### src/rtl/transit_timer_pkg.sv
package transit_timer_pkg;
  typedef enum logic [1:0] {
    ST_IDLE = 2'd0,
    ST_RUN  = 2'd1,
    ST_DONE = 2'd2
  } state_e;
endpackage

### src/rtl/transit_timer_ctrl.sv
module transit_timer_ctrl
  import transit_timer_pkg::*;
(
  input  logic   clk_i,
  input  logic   rst_ni,
  input  logic   start_i,
  input  logic   stop_i,
  output logic   clr_o,
  output logic   inc_o,
  output state_e state_o,
  output logic   pend_o
);
  state_e state_q, state_d;
  logic   pend_q, pend_d;
  logic   running, do_stop, do_restart;

  assign running    = (state_q == ST_RUN);
  assign do_stop    = running & stop_i;
  // deferred restart from a coincident start/stop, or a plain start
  assign do_restart = pend_q | (start_i & ~do_stop);

  always_comb begin
    state_d = state_q;
    pend_d  = pend_q;
    if (do_stop) begin
      state_d = ST_DONE;
      pend_d  = start_i;
    end else if (do_restart) begin
      state_d = ST_RUN;
      pend_d  = 1'b0;
    end
  end

  always_ff @(posedge clk_i or negedge rst_ni) begin
    if (!rst_ni) begin
      state_q <= ST_IDLE;
      pend_q  <= 1'b0;
    end else begin
      state_q <= state_d;
      pend_q  <= pend_d;
    end
  end

  assign clr_o   = do_restart & ~do_stop;
  assign inc_o   = running & ~do_stop & ~do_restart;
  assign state_o = state_q;
  assign pend_o  = pend_q;
endmodule

### src/rtl/transit_timer_cnt.sv
module transit_timer_cnt #(
  parameter int CNT_W = 16
) (
  input  logic             clk_i,
  input  logic             rst_ni,
  input  logic             clr_i,
  input  logic             inc_i,
  output logic [CNT_W-1:0] cnt_o,
  output logic             ovf_o
);
  localparam logic [CNT_W-1:0] CNT_MAX = {CNT_W{1'b1}};

  logic [CNT_W-1:0] cnt_q;
  logic             ovf_q;
  logic             at_max;

  assign at_max = (cnt_q == CNT_MAX);

  always_ff @(posedge clk_i or negedge rst_ni) begin
    if (!rst_ni) begin
      cnt_q <= '0;
      ovf_q <= 1'b0;
    end else if (clr_i) begin
      cnt_q <= '0;
      ovf_q <= 1'b0;
    end else if (inc_i) begin
      if (at_max) ovf_q <= 1'b1;
      else        cnt_q <= cnt_q + 1'b1;
    end
  end

  assign cnt_o = cnt_q;
  assign ovf_o = ovf_q;
endmodule

### src/rtl/transit_timer.sv
module transit_timer
  import transit_timer_pkg::*;
#(
  parameter int CNT_W = 16
) (
  input  logic             clk_i,
  input  logic             rst_ni,
  input  logic             sens_a_i,
  input  logic             sens_b_i,
  output logic [CNT_W-1:0] elapsed_o,
  output logic             valid_o,
  output logic             ovf_o
);
  logic   clr, inc;
  state_e ctrl_state;
  logic   ctrl_pend;

  transit_timer_ctrl u_ctrl (
    .clk_i   (clk_i),
    .rst_ni  (rst_ni),
    .start_i (sens_a_i),
    .stop_i  (sens_b_i),
    .clr_o   (clr),
    .inc_o   (inc),
    .state_o (ctrl_state),
    .pend_o  (ctrl_pend)
  );

  transit_timer_cnt #(.CNT_W(CNT_W)) u_cnt (
    .clk_i  (clk_i),
    .rst_ni (rst_ni),
    .clr_i  (clr),
    .inc_i  (inc),
    .cnt_o  (elapsed_o),
    .ovf_o  (ovf_o)
  );

  assign valid_o = (ctrl_state == ST_DONE);
endmodule

### config.mk
export PLATFORM = sky130hd
export DESIGN_NAME = transit_timer
export DESIGN_NICKNAME = d
export VERILOG_FILES = /design/src/rtl/transit_timer_pkg.sv /design/src/rtl/transit_timer_ctrl.sv /design/src/rtl/transit_timer_cnt.sv /design/src/rtl/transit_timer.sv
export SDC_FILE = /design/constraint.sdc
export NUM_CORES = 1
export LEC_CHECK = 0
export BUFFER_PORTS_ARGS = -buffer_cell sky130_fd_sc_hd__buf_4
export CAP_MARGIN = 5
export CORE_MARGIN = 3
export CORE_UTILIZATION = 57
export CTS_CLUSTER_DIAMETER = 30
export DETAILED_ROUTE_END_ITERATION = 8
export MAX_ROUTING_LAYER = met4
export PLACE_DENSITY = 0.92
export SETUP_SLACK_MARGIN = 0.4
export SYNTH_ARGS = -nofsm -noshare
export SYNTH_HDL_FRONTEND = slang
export SYNTH_HIERARCHICAL = 1
export SYNTH_SLANG_ARGS = --single-unit
### constraint.sdc
create_clock -name clk_i -period 4.2 [get_ports clk_i]
set_clock_uncertainty 0.05 [all_clocks]
set_input_delay 0.63 -clock clk_i [delete_from_list [all_inputs] [get_ports clk_i]]
set_output_delay 0.63 -clock clk_i [all_outputs]
set_load 0.05 [all_outputs]
==> flow_metrics.py, run 1 <==
metrics = {
    "critical_path": {
        "start_kind": "primary input",
        "required_ps": 4340,
        "reg2reg_from": "u_ctrl/pend_o",
        "crit_arrival_ps": 2400,
        "r2r-end": "u_cnt/cnt_o[12]",
        "r2r_cells": 6,
        "worstSetupPathType": "primary input to flop",
        "path_cells": "buf_4 -> nor2_1 -> and4bb_2 -> nand2_1 -> nor4_1 -> a311oi_1 -> a41o_1",
        "crit_family": "simple AND/OR/NAND/NOR gates",
        "cp-endpoint": "u_cnt/cnt_o[12]",
        "end_kind": "flop",
        "critPathSlowestCell": "nor4_1",
        "cp_slowest_stage_delay_ps": 610,
        "rrSetupSlack_ps": 2010,
        "worst-path-stages": 7,
        "crit_fanout": 7,
        "crit_start": "sens_a_i",
        "crit_buf_inv": 1,
    },
    "synth": {
        "syn_area_per_cell_sq_um": 9.66,
        "seq_area_frac_synth_pct": 43.9,
        "synth_seq_cells": 20,
        "syn_nets": 123,
        "synth_area_sq_um": 1140,
        "synth_warnings": 6,
        "synth_cells": 118,
        "synth.distinct_cells": 38,
    },
    "placed_design": {
        "dpl.hpwl_um": 1840,
        "gp_congestion": 0.920,
        "place_area_sq_um": 1320,
        "port_buffers": 21,
    },
    "drt": {
        "vias": 1066,
        "routed_wl_um": 2590,
        "drc": 0,
        "drtPass1Iterations": 4,
        "vias_per_cell": 6.38,
        "ant_nets": 0,
        "first_iter_violations": 53,
        "wl_per_cell_um": 15.5,
    },
    "timing": {
        "rsz0062_at_grt": "false",
        "slew_headroom_pct": 47.2,
        "fmax_mhz": 443,
        "finalSetupViolations": 0,
        "period_share_pct": 53.7,
        "tightest_slew_ps": 785,
        "whs_ps": 133,
        "hold_violations": 0,
        "period_needed_ps": 2250,
        "fin_tns_setup_ps": 0,
        "drv_slew": 0,
    },
    "die": {
        "die_w_um": 50.7,
        "die_y_um": 50.7,
        "start_util_pct": 63.3,
        "ios": 22,
        "die_area_sq_um": 2570,
        "core-area_sq_um": 1800,
        "placementRows": 15,
    },
    "cells_and_area": {
        "final_nets": 148,
        "drive_above_1_share_pct": 26.8,
        "syn_to_final_growth_pct": 18.9,
        "n_antenna_cell": 0,
        "design_area_sq_um": 1360,
        "fillCellCount": 147,
    },
    "clocking": {
        "tritoncts": "done",
        "clk_pin_slew_worst_paths_ps": 110,
        "cts_sinks": 20,
        "cts_made_buffers": 3,
        "cts-resized-gates": 0,
        "cts_max_level": 1,
        "clkLatencyLatePin_ps": 300,
        "holdBufCountCts": 0,
        "cts_setup_buffers": 0,
        "clk_path_buf_depth": 2,
        "cts_root_buffer": "clkbuf_4",
    },
    "pwr": {
        "power_density_nw_per_um2": 329,
        "totalPowerFinal_mw": 0.446,
        "ir_drop_mv": 0.311,
        "leakagePower_nw": 0.595,
    },
    "global_routing": {
        "grt_pass1_vias": 942,
        "grt_pass1_wl_um": 4370,
        "antenna_found_initial": 0,
        "grtUsageTotal_pct": 23.2,
        "grt_start_max_net_pins": 22,
        "grt-ovfl-total": 0,
    },
    "outcome": {
        "outcome": "finished, final reports clean",
    },
    "job": {
        "cap_violations": 0,
    },
    "hold_path": {
        "hold_path.class": "primary input to asynchronous set/reset pin",
    },
}
==> through the flow <==
| step | utilization [%] | setup WS (ps) | cells |
|---|---|---|---|
| floorplan | - | 2010 | 118 |
| finish | 75.2 | 1950 | 167 |
| detailed placement | 73.2 | 1680 | 163 |
| global placement | 73.2 | 1790 | 163 |
| CTS | 75.2 | 2000 | 167 |
| global route | 75.2 | 1850 | 167 |
==> flip-flops by register name (all words and copies together) (netlist names) <==
register / cells
u_cnt/ovf_o: 1
u_cnt/cnt_o: 16
u_ctrl/state_o: 2
u_ctrl/pend_o: 1
==> where the power goes <==
group | internal, mW | total [mW] | switching (mW) | leakage (nW)
combinational | 0.0399 | 0.110 | 0.0704 | 0.300
clock | 0.0528 | 0.111 | 0.0585 | 0.0210
sequential | 0.208 | 0.224 | 0.0164 | 0.274
==> cell families (layout without fill, tap and decap cells) <==
family	Yosys count	after routing	synth area share (%)
AOI/OAI and AO/OA	24	24	13.1
buffers and inverters	9	33	3.84
muxes	4	4	3.84
adders and majority gates	1	1	1.10
and+or+nand+nor	60	60	34.2
DFF	20	20	43.9
==> how the worst min path moves through the flow <==
stage	from	to	slack [ps]	cells past startpoint
6_report	rst_ni	u_cnt/cnt_o[15]	130	1
5_1_grt	rst_ni	u_cnt/cnt_o[11]	130	1
4_1_cts	rst_ni	u_cnt/cnt_o[15]	130	1
3_5_place_dp	u_ctrl/state_o[1]	u_ctrl/state_o[1]	460	1
3_3_place_gp	u_ctrl/pend_o	u_ctrl/state_o[0]	430	2
2_1_floorplan	rst_ni	u_cnt/cnt_o[0]	280	0
==> synthesized netlist by cell type <==
cell type	n	area share [%]
dfrtp_1	20	44
nor2_1	11	3.6
a21oi_1	9	4.0
inv_1	7	2.3
nor3_1	7	3.1
nand4_1	6	3.3
nand2_1	4	1.3
nand3_1	4	1.8
nor4_1	4	2.2
o21ai_0	4	1.8
a211oi_1	3	2.0
mux2_2	3	3.0
o31ai_1	3	2.0
or4_1	3	2.0
a31oi_1	2	1.1
and2_1	2	1.1
and3_1	2	1.1
and3_2	2	1.3
and4_1	2	1.5
and4_2	2	1.8
a21o_1	1	0.66
a311oi_1	1	0.77
a41o_1	1	0.88
and3b_1	1	0.77
and4bb_2	1	1.1
clkbuf_1	1	0.33
clkbuf_8	1	1.2
ha_1	1	1.1
mux2i_1	1	0.88
nand3b_1	1	0.66
nand4_4	1	1.9
nor2b_1	1	0.55
nor2b_4	1	1.2
nor3b_1	1	0.66
nor4_2	1	1.1
nor4b_1	1	0.77
or3_1	1	0.55
or3_4	1	0.99
==> layout make-up <==
type	instances	area (sq um)	area share (%)
Clock buffer	4	36.3	2.68
Inverter	7	26.3	1.94
Multi-Input combinational cell	89	596	44.0
Sequential cell	20	500	36.9
Tap cell	25	31.3	2.31
Timing Repair Buffer	22	165	12.2
==> layer usage <==
metal	vias up	global-route usage, %	share of wire [%]
met2	41	37.4	49
met4	0	8.97	1.7
met5	-	-	0
met3	6	3.86	5.7
met1	514	29.3	43
li1	505	-	-
==> worst reg2reg max path, stage by stage, from the launching register on <==
cell and delay (ps):
dfrtp_1 390, nor2_1 160, and4bb_2 330, nand2_1 110, nor4_1 610, a311oi_1 190, a41o_1 240
==> cells in the final DEF, fill, tap and decap left out, types with 2 or more instances in the layout <==
cell type / count
a31oi_1: 2
clkbuf_4: 3
and4_2: 2
nand2_1: 4
o21ai_0: 4
nor4_1: 4
inv_1: 7
dfrtp_1: 20
nor3_1: 7
a21oi_1: 9
nor2_1: 11
mux2_2: 3
and2_1: 2
and3_2: 2
a211oi_1: 3
and4_1: 2
nand4_1: 6
and3_1: 2
or4_1: 3
buf_4: 22
nand3_1: 4
o31ai_1: 3
Power figures use the tool's default switching activity.
==> inputs of run 2 (changes only) <==
Settings changed: CORE_ASPECT_RATIO set to 1.75, CORE_UTILIZATION 57 to 48, PLACE_DENSITY 0.92 to 0.84.
Clock period 4.2 ns to 1.9 ns, I/O delays scaled along.
==> flow_metrics.py, run 2 (same netlist as run 1, synthesis figures left out) <==
metrics = {
    "cells_and_area": {
        "instances_no_fill": 199,
        "largest_reg_flops": 16,
        "final_nets": 181,
        "fillCellCount": 112,
        "n_antenna_cell": 0,
        "seq_area_sq_um": 519,
        "design_area_sq_um": 1820,
        "multi_input_area_sq_um": 795,
        "layout_common_cells": "51 x buf_4, 15 x dfrtp_2, 9 x nor2_1",
        "final_common_cell": "buf_4",
        "drive_above_1_share_pct": 62.3,
        "fin_util_pct": 83.5,
        "syn_to_final_growth_pct": 59.4,
    },
    "timing": {
        "finalSetupViolations": 0,
        "hold_violations": 0,
        "slew_headroom_pct": 78.0,
        "tightest_slew_ps": 330,
        "fmax_mhz": 571,
        "period_needed_ps": 1750,
        "period_share_pct": 92.2,
        "rsz0062_at_grt": "true",
        "drv_slew": 0,
    },
    "job": {
        "cap_violations": 0,
    },
    "global_routing": {
        "antenna_found_initial": 0,
        "grtUsageTotal_pct": 25.1,
        "grt_pass1_vias": 1224,
        "grt_pass1_wl_um": 5700,
        "grt-ovfl-total": 0,
        "grt_start_max_net_pins": 21,
    },
    "clocking": {
        "cts_made_buffers": 3,
        "cts_max_level": 1,
        "cts_sinks": 20,
        "clkLatencyLatePin_ps": 330,
        "clk_pin_slew_worst_paths_ps": 130,
        "tritoncts": "done",
        "clk_path_buf_depth": 2,
        "cts_root_buffer": "clkbuf_4",
    },
    "drt": {
        "vias_per_cell": 6.52,
        "drc": 0,
        "first_iter_violations": 83,
        "vias": 1298,
        "wl_per_cell_um": 21.3,
        "routed_wl_um": 4240,
        "ant_nets": 0,
        "drtPass1Iterations": 4,
    },
    "placed_design": {
        "gp_congestion": 0.991,
        "place_area_sq_um": 1460,
        "place_inst": 175,
        "port_buffers": 21,
        "dpl.hpwl_um": 2200,
    },
    "critical_path": {
        "end_kind": "flop",
        "critPathSlowestCell": "or4_4",
        "crit_fanout": 4,
        "path_cells": "nand4_1 -> or3_4 -> or4_4 -> a21oi_2",
        "crit_family": "simple AND/OR/NAND/NOR gates",
        "crit_buf_inv": 0,
        "cp_slowest_stage_delay_ps": 500,
        "worstSetupPathType": "flop to flop",
        "required_ps": 2120,
        "crit_arrival_ps": 1970,
        "start_kind": "flop",
    },
    "pwr": {
        "leakagePower_nw": 0.795,
        "ir_drop_mv": 0.627,
        "power_density_nw_per_um2": 595,
    },
    "die": {
        "core-area_sq_um": 2170,
        "die_y_um": 70.5,
        "start_util_pct": 52.4,
        "die_area_sq_um": 3020,
        "die_w_um": 42.8,
        "placementRows": 22,
        "ios": 22,
    },
    "hold_path": {
        "hold_path.class": "primary input to flop",
    },
    "outcome": {
        "outcome": "finished, final reports clean",
    },
}
[run 2: worst paths after layout]
check,startpoint,end,slack (ps),depth (start not counted)
setup / recovery,u_cnt/cnt_o[7],u_cnt/cnt_o[11],150,4
hold / removal,sens_a_i,u_ctrl/pend_o,150,2
setup reg to reg,u_cnt/cnt_o[7],u_cnt/cnt_o[11],150,4
hold reg to reg,u_cnt/ovf_o,u_cnt/ovf_o,480,2
max in group asynchronous,rst_ni,u_cnt/cnt_o[8],1240,2
min in group asynchronous,rst_ni,u_cnt/cnt_o[2],300,2
[run 2: final cells by class]
type	count	share of cell area, %
Inverter	7	1.45
Clock buffer	4	1.45
Timing Repair Buffer	55	23.1
Sequential cell	20	28.6
Tap cell	24	1.65
Multi-Input combinational cell	89	43.7
[run 2: where the power goes]
| group | internal (mW) | leakage (nW) | switching, mW |
|---|---|---|---|
| combinational | 0.151 | 0.531 | 0.207 |
| clock | 0.0825 | 0.0150 | 0.146 |
| sequential | 0.460 | 0.249 | 0.0331 |
| total | 0.694 | 0.795 | 0.386 |
[run 2: what timing repair did]
| item | in CTS | in global routing |
|---|---|---|
| setup buffers | 8 | 10 |
| hold endpoints to repair | 20 | 0 |
| gates cloned | 0 | 1 |
| endpoints found under the setup margin | 15 | 18 |
| pin swaps | 7 | 11 |
| hold buffers | 1 | 0 |
| gates resized for setup | 12 | 26 |
[run 2: layer usage]
metal	vias to the layer above	global-route usage, %	routed length [um]	part of all wire (%)
met4	0	14.5	148	3.5
li1	567	-	-	-
met5	-	-	0	0
met2	55	42.6	2390	56
met3	20	4.90	190	4.5
met1	656	25.6	1520	36
[run 2: metrics by stage]
stage | setup WS (ps) | hold WS [ps] | power (mW) | TNS [ps]
after floorplan | -5.03 | -60.6 | 0.692 | -5.03
after global placement | 66.7 | 125 | 0.785 | 0
after detailed placement | -8.51 | 130 | 0.793 | -12.0
after CTS | 158 | 154 | 1.02 | 0
after global routing | 60.5 | 152 | 1.11 | 0
final | 149 | 151 | 1.08 | 0
